--- src/rtl/icache_ctl.sv ---
module icache_ctl #(
  parameter int LINES = 16,
  parameter int WORDS = 4,
  parameter int WAYS  = 2,
  parameter int NREG  = 1,
  parameter logic [NREG*32-1:0] UC_BASE = 32'hF000_0000,
  parameter logic [NREG*32-1:0] UC_MASK = 32'hF000_0000
) (
  input  logic        clk,
  input  logic        rst_n,
  input  logic        fetch_req,
  input  logic [31:0] fetch_addr,
  output logic        fetch_stall,
  output logic [31:0] fetch_rdata,
  output logic        fetch_err,
  output logic        cmd_val,
  input  logic        cmd_ack,
  output logic [31:0] cmd_addr,
  output logic [7:0]  cmd_plen,
  input  logic        rsp_val,
  output logic        rsp_ack,
  input  logic [31:0] rsp_data,
  input  logic        rsp_err,
  input  logic        rsp_eop
);
  localparam int WOB = $clog2(WORDS);
  localparam int IXB = $clog2(LINES);
  localparam int TGW = 30 - WOB - IXB;
  localparam int WYB = (WAYS > 1) ? $clog2(WAYS) : 1;
  localparam int DAW = $clog2(WAYS * LINES * WORDS);
  localparam int TAW = $clog2(WAYS * LINES);

  typedef enum logic [2:0] {S_IDLE, S_FCMD, S_FRSP, S_UCMD, S_URSP, S_DONE} st_t;
  st_t st;

  logic [31:0]    dmem [WAYS*LINES*WORDS];
  logic [TGW-1:0] tmem [WAYS*LINES];
  logic [WAYS*LINES-1:0] vbits;
  logic [WYB-1:0] vptr [LINES];

  logic [IXB-1:0] idx;
  logic [WOB-1:0] wsel;
  logic [TGW-1:0] tag;
  assign idx  = fetch_addr[2+WOB +: IXB];
  assign wsel = fetch_addr[2 +: WOB];
  assign tag  = fetch_addr[31 -: TGW];

  logic [WAYS-1:0] hitv;
  logic [WYB-1:0]  hway;
  logic            hit, uc;
  logic [DAW-1:0]  rix;
  logic [TAW-1:0]  vix;

  always_comb begin
    hway = '0;
    for (int w = 0; w < WAYS; w++) begin
      hitv[w] = vbits[TAW'(w * LINES + int'(idx))] && (tmem[TAW'(w * LINES + int'(idx))] == tag);
      if (hitv[w]) hway = WYB'(w);
    end
    uc = 1'b0;
    for (int r = 0; r < NREG; r++)
      if ((fetch_addr & UC_MASK[r*32 +: 32]) == UC_BASE[r*32 +: 32]) uc = 1'b1;
    rix = DAW'((int'(hway) * LINES + int'(idx)) * WORDS + int'(wsel));
    vix = TAW'(int'(vptr[idx]) * LINES + int'(idx));
  end
  assign hit = |hitv;

  logic [31:0]    maddr, dbuf;
  logic [IXB-1:0] midx;
  logic [TGW-1:0] mtag;
  logic [WYB-1:0] mway;
  logic [WOB:0]   cnt;
  logic           ferr, derr;
  logic [DAW-1:0] fix;
  logic [TAW-1:0] mix;
  logic           last_ok;

  assign fix     = DAW'((int'(mway) * LINES + int'(midx)) * WORDS + int'(cnt));
  assign mix     = TAW'(int'(mway) * LINES + int'(midx));
  assign last_ok = !ferr && !rsp_err;

  always_ff @(posedge clk) begin
    if (!rst_n) begin
      st    <= S_IDLE;
      vbits <= '0;
      for (int i = 0; i < LINES; i++) vptr[i] <= '0;
      maddr <= '0;
      midx  <= '0;
      mtag  <= '0;
      mway  <= '0;
      cnt   <= '0;
      ferr  <= 1'b0;
      dbuf  <= '0;
      derr  <= 1'b0;
    end else begin
      case (st)
        S_IDLE: begin
          if (fetch_req && uc) begin
            maddr <= {fetch_addr[31:2], 2'b00};
            st    <= S_UCMD;
          end else if (fetch_req && !hit) begin
            maddr       <= {fetch_addr[31:2+WOB], {(2+WOB){1'b0}}};
            midx        <= idx;
            mtag        <= tag;
            mway        <= vptr[idx];
            vbits[vix]  <= 1'b0;
            cnt         <= '0;
            ferr        <= 1'b0;
            st          <= S_FCMD;
          end
        end
        S_FCMD: if (cmd_ack) st <= S_FRSP;
        S_FRSP: if (rsp_val) begin
          cnt  <= cnt + 1'b1;
          ferr <= ferr | rsp_err;
          if (rsp_eop) begin
            if (WAYS > 1) vptr[midx] <= vptr[midx] + 1'b1;
            if (last_ok) begin
              vbits[mix] <= 1'b1;
              st         <= S_IDLE;
            end else begin
              dbuf <= '0;
              derr <= 1'b1;
              st   <= S_DONE;
            end
          end
        end
        S_UCMD: if (cmd_ack) st <= S_URSP;
        S_URSP: if (rsp_val) begin
          dbuf <= rsp_data;
          derr <= rsp_err;
          if (rsp_eop) st <= S_DONE;
        end
        S_DONE: st <= S_IDLE;
        default: st <= S_IDLE;
      endcase
    end
  end

  always_ff @(posedge clk) begin
    if (st == S_FRSP && rsp_val) dmem[fix] <= rsp_data;
    if (st == S_FRSP && rsp_val && rsp_eop && last_ok) tmem[mix] <= mtag;
  end

  assign fetch_stall = fetch_req && (st != S_DONE) && !(st == S_IDLE && hit && !uc);
  assign fetch_rdata = (st == S_DONE) ? dbuf : dmem[rix];
  assign fetch_err   = (st == S_DONE) && derr;
  assign cmd_val     = (st == S_FCMD) || (st == S_UCMD);
  assign cmd_addr    = maddr;
  assign cmd_plen    = (st == S_FCMD) ? 8'(WORDS) : 8'd1;
  assign rsp_ack     = (st == S_FRSP) || (st == S_URSP);

  AST_CMD_HOLD: assert property (@(posedge clk) disable iff (!rst_n)
    cmd_val && !cmd_ack |=> cmd_val && $stable(cmd_addr) && $stable(cmd_plen));
  AST_FILL_ALIGNED: assert property (@(posedge clk) disable iff (!rst_n)
    cmd_val && cmd_plen == 8'(WORDS) |-> cmd_addr[2+WOB-1:0] == '0);
  AST_UC_ONE_WORD: assert property (@(posedge clk) disable iff (!rst_n)
    cmd_val && cmd_plen != 8'(WORDS) |-> cmd_plen == 8'd1 && cmd_addr[1:0] == 2'b00);
  AST_CMD_FROM_STALL: assert property (@(posedge clk) disable iff (!rst_n)
    $rose(cmd_val) |-> $past(fetch_req && fetch_stall));
  AST_ONE_HIT_WAY: assert property (@(posedge clk) disable iff (!rst_n)
    $onehot0(hitv));
  AST_ERR_RELEASES: assert property (@(posedge clk) disable iff (!rst_n)
    fetch_err |-> fetch_req && !fetch_stall);
endmodule

--- config.mk ---
export PLATFORM = sky130hd
export DESIGN_NAME = icache_ctl
export DESIGN_NICKNAME = d
export VERILOG_FILES = /design/src/rtl/icache_ctl.sv
export SDC_FILE = /design/constraint.sdc
export NUM_CORES = 2
export LEC_CHECK = 0
export BUFFER_PORTS_ARGS = -buffer_cell sky130_fd_sc_hd__buf_2
export CORE_MARGIN = 1
export CORE_UTILIZATION = 57
export DETAILED_ROUTE_END_ITERATION = 16
export GPL_ROUTABILITY_DRIVEN = 1
export PLACE_DENSITY = 0.85
export SYNTH_ARGS = -nofsm -noshare
export SYNTH_HDL_FRONTEND = slang
export SYNTH_MEMORY_MAX_BITS = 65536
export SYNTH_SLANG_ARGS = --single-unit
--- constraint.sdc ---
create_clock -name clk -period 3.7 [get_ports clk]
set_clock_uncertainty 0.15 [all_clocks]
set_input_delay 0.37 -clock clk [delete_from_list [all_inputs] [get_ports clk]]
set_output_delay 0.37 -clock clk [all_outputs]
set_load 0.1 [all_outputs]
==> out/metrics.cfg <==
[global_routing]
grt_pass1_vias=106000
grt.total_usage_pct=37.47
grt_pass1_wl_um=869200
antenna_found_initial=69
grt_start_max_net_pins=130
grt_remaining_overflow=0

[placed_design]
place_congestion=0.8851
io_buffers=136
place_area_mm2=0.2078
place_ws_ns=-0.6729
dp_hpwl_um=336800

[clock_tree]
cts_buffers=458
clock_latency_ns=1.02
cts_buffer_depth=4
tritoncts=built
htree_levels=5
clkTransAtPathRegs_ns=0.06
cts_sinks=5015
cts_root_buf=clkbuf_16

[floorplanning]
coreArea_mm2=0.3366
core.rowCount=213
ios=147
die_h_um=583.6
initial_core_util_pct=57.28
dieWidth_um=583.6
dieArea_mm2=0.3406

[setup_path]
cp.required_ns=3.18
worst_path_dominant_cell_family=compound AO/OA/AOI/OAI gates
cp_cell_sequence=mux4_2 > a22oi_1 > nand3_1 > xnor2_2 > o211ai_1 > a2111oi_4 > buf_4 > nand4_4 > buf_12 > buf_12 > mux2i_2 > a21oi_4 > buf_12
worstRegToRegCells=9
cp-startpoint=tmem[22][23]
worstSetupPathType=reg -> out
cp_max_fo=16
cpMaxStageDelayCell=mux4_2
critPathArrivalTime_ns=4.49
endpoint_kind=output port
regToRegSetupSlack_ns=-0.04
timing.rr.end=dmem[16][0]
cp.depth=13
cp_num_buf_inv=4
endpoint=fetch_rdata[14]
r2r-start=midx[0]
cp-start-kind=flop
crit_path_max_incr_delay_ns=0.51
crit_top_cell=buf_12

[cells_and_area]
drive_above_1_share_pct=34.72
final_area_mm2=0.2234
fill_cells=18590
syn2layout_area_growth_pct=15.89
seqCellArea_mm2=0.1491
utilization_pct=66.38
nets=9217
multiInputGateArea_mm2=0.04323

[route]
drt-initial-drc-count=22040
route.met2.wl_um=300300
drt.antenna.violating_nets=0
met1Wirelength_um=180500
vias_per_cell=7.558
wl_per_cell_um=45.84
drc=0
wl_met3_um=102600
vias=106300
top_layer=met5
drt_wl_total_um=644600
dr.pass1.iters=9

[power_and_ir_drop]
p_leak_nw=70.68
seqPwrFrac_pct=52.3
p_clk_share_pct=40.0
total_power_w=0.1210
pwr_density_cell_mw_per_mm2=541.7
p_int_w=0.09186
pwr-share-comb_pct=7.7
switching_share_pct=24.11
peakVddDrop_uv=512.7
power_switching_w=0.02919

[min_path]
hold_class=in -> reg
hold_start=rsp_data[0]

[synthesis]
ys.flop_type=edfxtp_1
syn_avg_cell_area_um2=23.54
syn_area_mm2=0.1928
synth_edf_count=4864
async_reset_ff_share_pct=0
netlist_instances=8191
yosysMostFrequentCell=edfxtp_1
ys_ff_latch=5015
yosysSeqAreaShare_pct=77.33
synthTopCellsByCount=4864 x edfxtp_1, 1510 x mux4_2, 335 x clkbuf_1
ys_warn_count=0
synth_area_leaders=edfxtp_1 76%, mux4_2 18%, dfxtp_1 1.6%
synth_top_area_cell=edfxtp_1
netlist.area_leader.share_pct=75.76
synth.distinct_cells=75

[status]
violations=capacitance limit, slew limit, setup timing
status=complete, but fails checks

[sta]
rsz0062_at_grt=yes
drv_slew=20
tns_ns=-39.31
slew_headroom_pct=-0.2525
setup_slack_ns=-1.305
setup_viol=56
hold_viol=0
finalCritPeriodShare_pct=135.3
fin_crit_ns=5.005
fmax_mhz=199.8
tightest_slew_ns=1.504

[run]
maxCapViolCount=1

==> flip-flops by register name, indices dropped and copies added, names as in the netlist, named ones only <==
signal    count
cmd_addr     30
cnt           3
dbuf         32
derr          1
dmem       4096
ferr          1
midx          4
mtag         24
mway          1
st            3
tmem        768
vbits        32
vptr         16
==> cells by family (layout without fill, tap and decap cells) <==
kind of cell               after synthesis  in the layout  share of synthesized area [%]
DFF                                   5015           5015                          77.33
muxes                                 1740           1740                          18.84
adders and majority gates                3              3                        0.01947
AOI/OAI and AO/OA                      304            304                          1.081
buffers and inverters                  486           1810                          1.129
other                                    1             31                       0.001945
and+or+nand+nor                        569            570                          1.269
xor gates and xnor gates                73             73                         0.3316
==> power by group through the flow <==
stage	clock network, W	logic (W)	registers [W]
after floorplan	0	0.00436	0.0646
after global placement	0	0.00804	0.0644
after detailed placement	0	0.00845	0.0645
after CTS	0.0480	0.00887	0.0633
after global routing	0.0501	0.00931	0.0633
final	0.0484	0.00932	0.0633
==> stage by stage <==
step	cells	hold slack (ns)
floorplan	8198	0.2766
global placement	13130	0.2907
detailed placement	13130	0.2958
CTS	14030	0.006714
global route	14040	0.02640
finish	14060	0.04038
==> routing by layer <==
layer  track usage [%]  up-vias
met5                 0        -
met4             27.85       50
met3             12.34     3188
met2             58.22    12870
met1             43.83    53180
li1                  -    36990
==> how the worst min path moves through the flow <==
stage                    to  depth (start not counted)
6_report        dmem[27][0]                          1
5_1_grt         dmem[27][0]                          1
4_1_cts           vbits[15]                          6
3_5_place_dp   cmd_addr[17]                          2
3_3_place_gp   cmd_addr[17]                          2
2_1_floorplan     vbits[19]                          2
==> area by class of cell <==
| type | instances | area share [%] |
|---|---|---|
| inverters | 13 | 0.02240 |
| clock inverters | 264 | 1.133 |
| multi-input cells | 2698 | 19.35 |
| repair buffers | 957 | 4.784 |
| flip-flops and latches | 5015 | 66.72 |
| diodes | 23 | 0.02576 |
| well taps | 4515 | 2.528 |
| clock buffers | 576 | 5.436 |
==> cell usage in the layout (no fill, tap or decap), types with 20 or more instances in the layout <==
| cell | count |
|---|---|
| a21oi_1 | 33 |
| a21oi_4 | 34 |
| a22oi_1 | 83 |
| a31oi_1 | 26 |
| buf_12 | 274 |
| buf_2 | 63 |
| buf_4 | 546 |
| bufinv_16 | 36 |
| clkbuf_1 | 103 |
| clkbuf_16 | 467 |
| clkinv_1 | 102 |
| clkinv_2 | 69 |
| dfxtp_1 | 151 |
| diode_2 | 23 |
| dlygate4sd3_1 | 61 |
| edfxtp_1 | 4864 |
| mux2i_1 | 199 |
| mux4_2 | 1510 |
| nand2_1 | 162 |
| nand3_1 | 28 |
| nor2_1 | 106 |
| nor2_2 | 31 |
| nor2_4 | 130 |
| o21ai_0 | 23 |
| xnor2_1 | 52 |
| xor2_1 | 20 |
==> repair_timing <==
item                                    4_1_cts  5_1_grt
setup buffers                                 2        9
endpoints found under the setup margin       86     1272
hold buffers                                 60        1
resized for setup                            20       18
pin swaps                                    11        8
endpoints found under the hold margin      1639       65
cloned                                        1        0
Note: power is estimated with default switching activity, not from simulation.
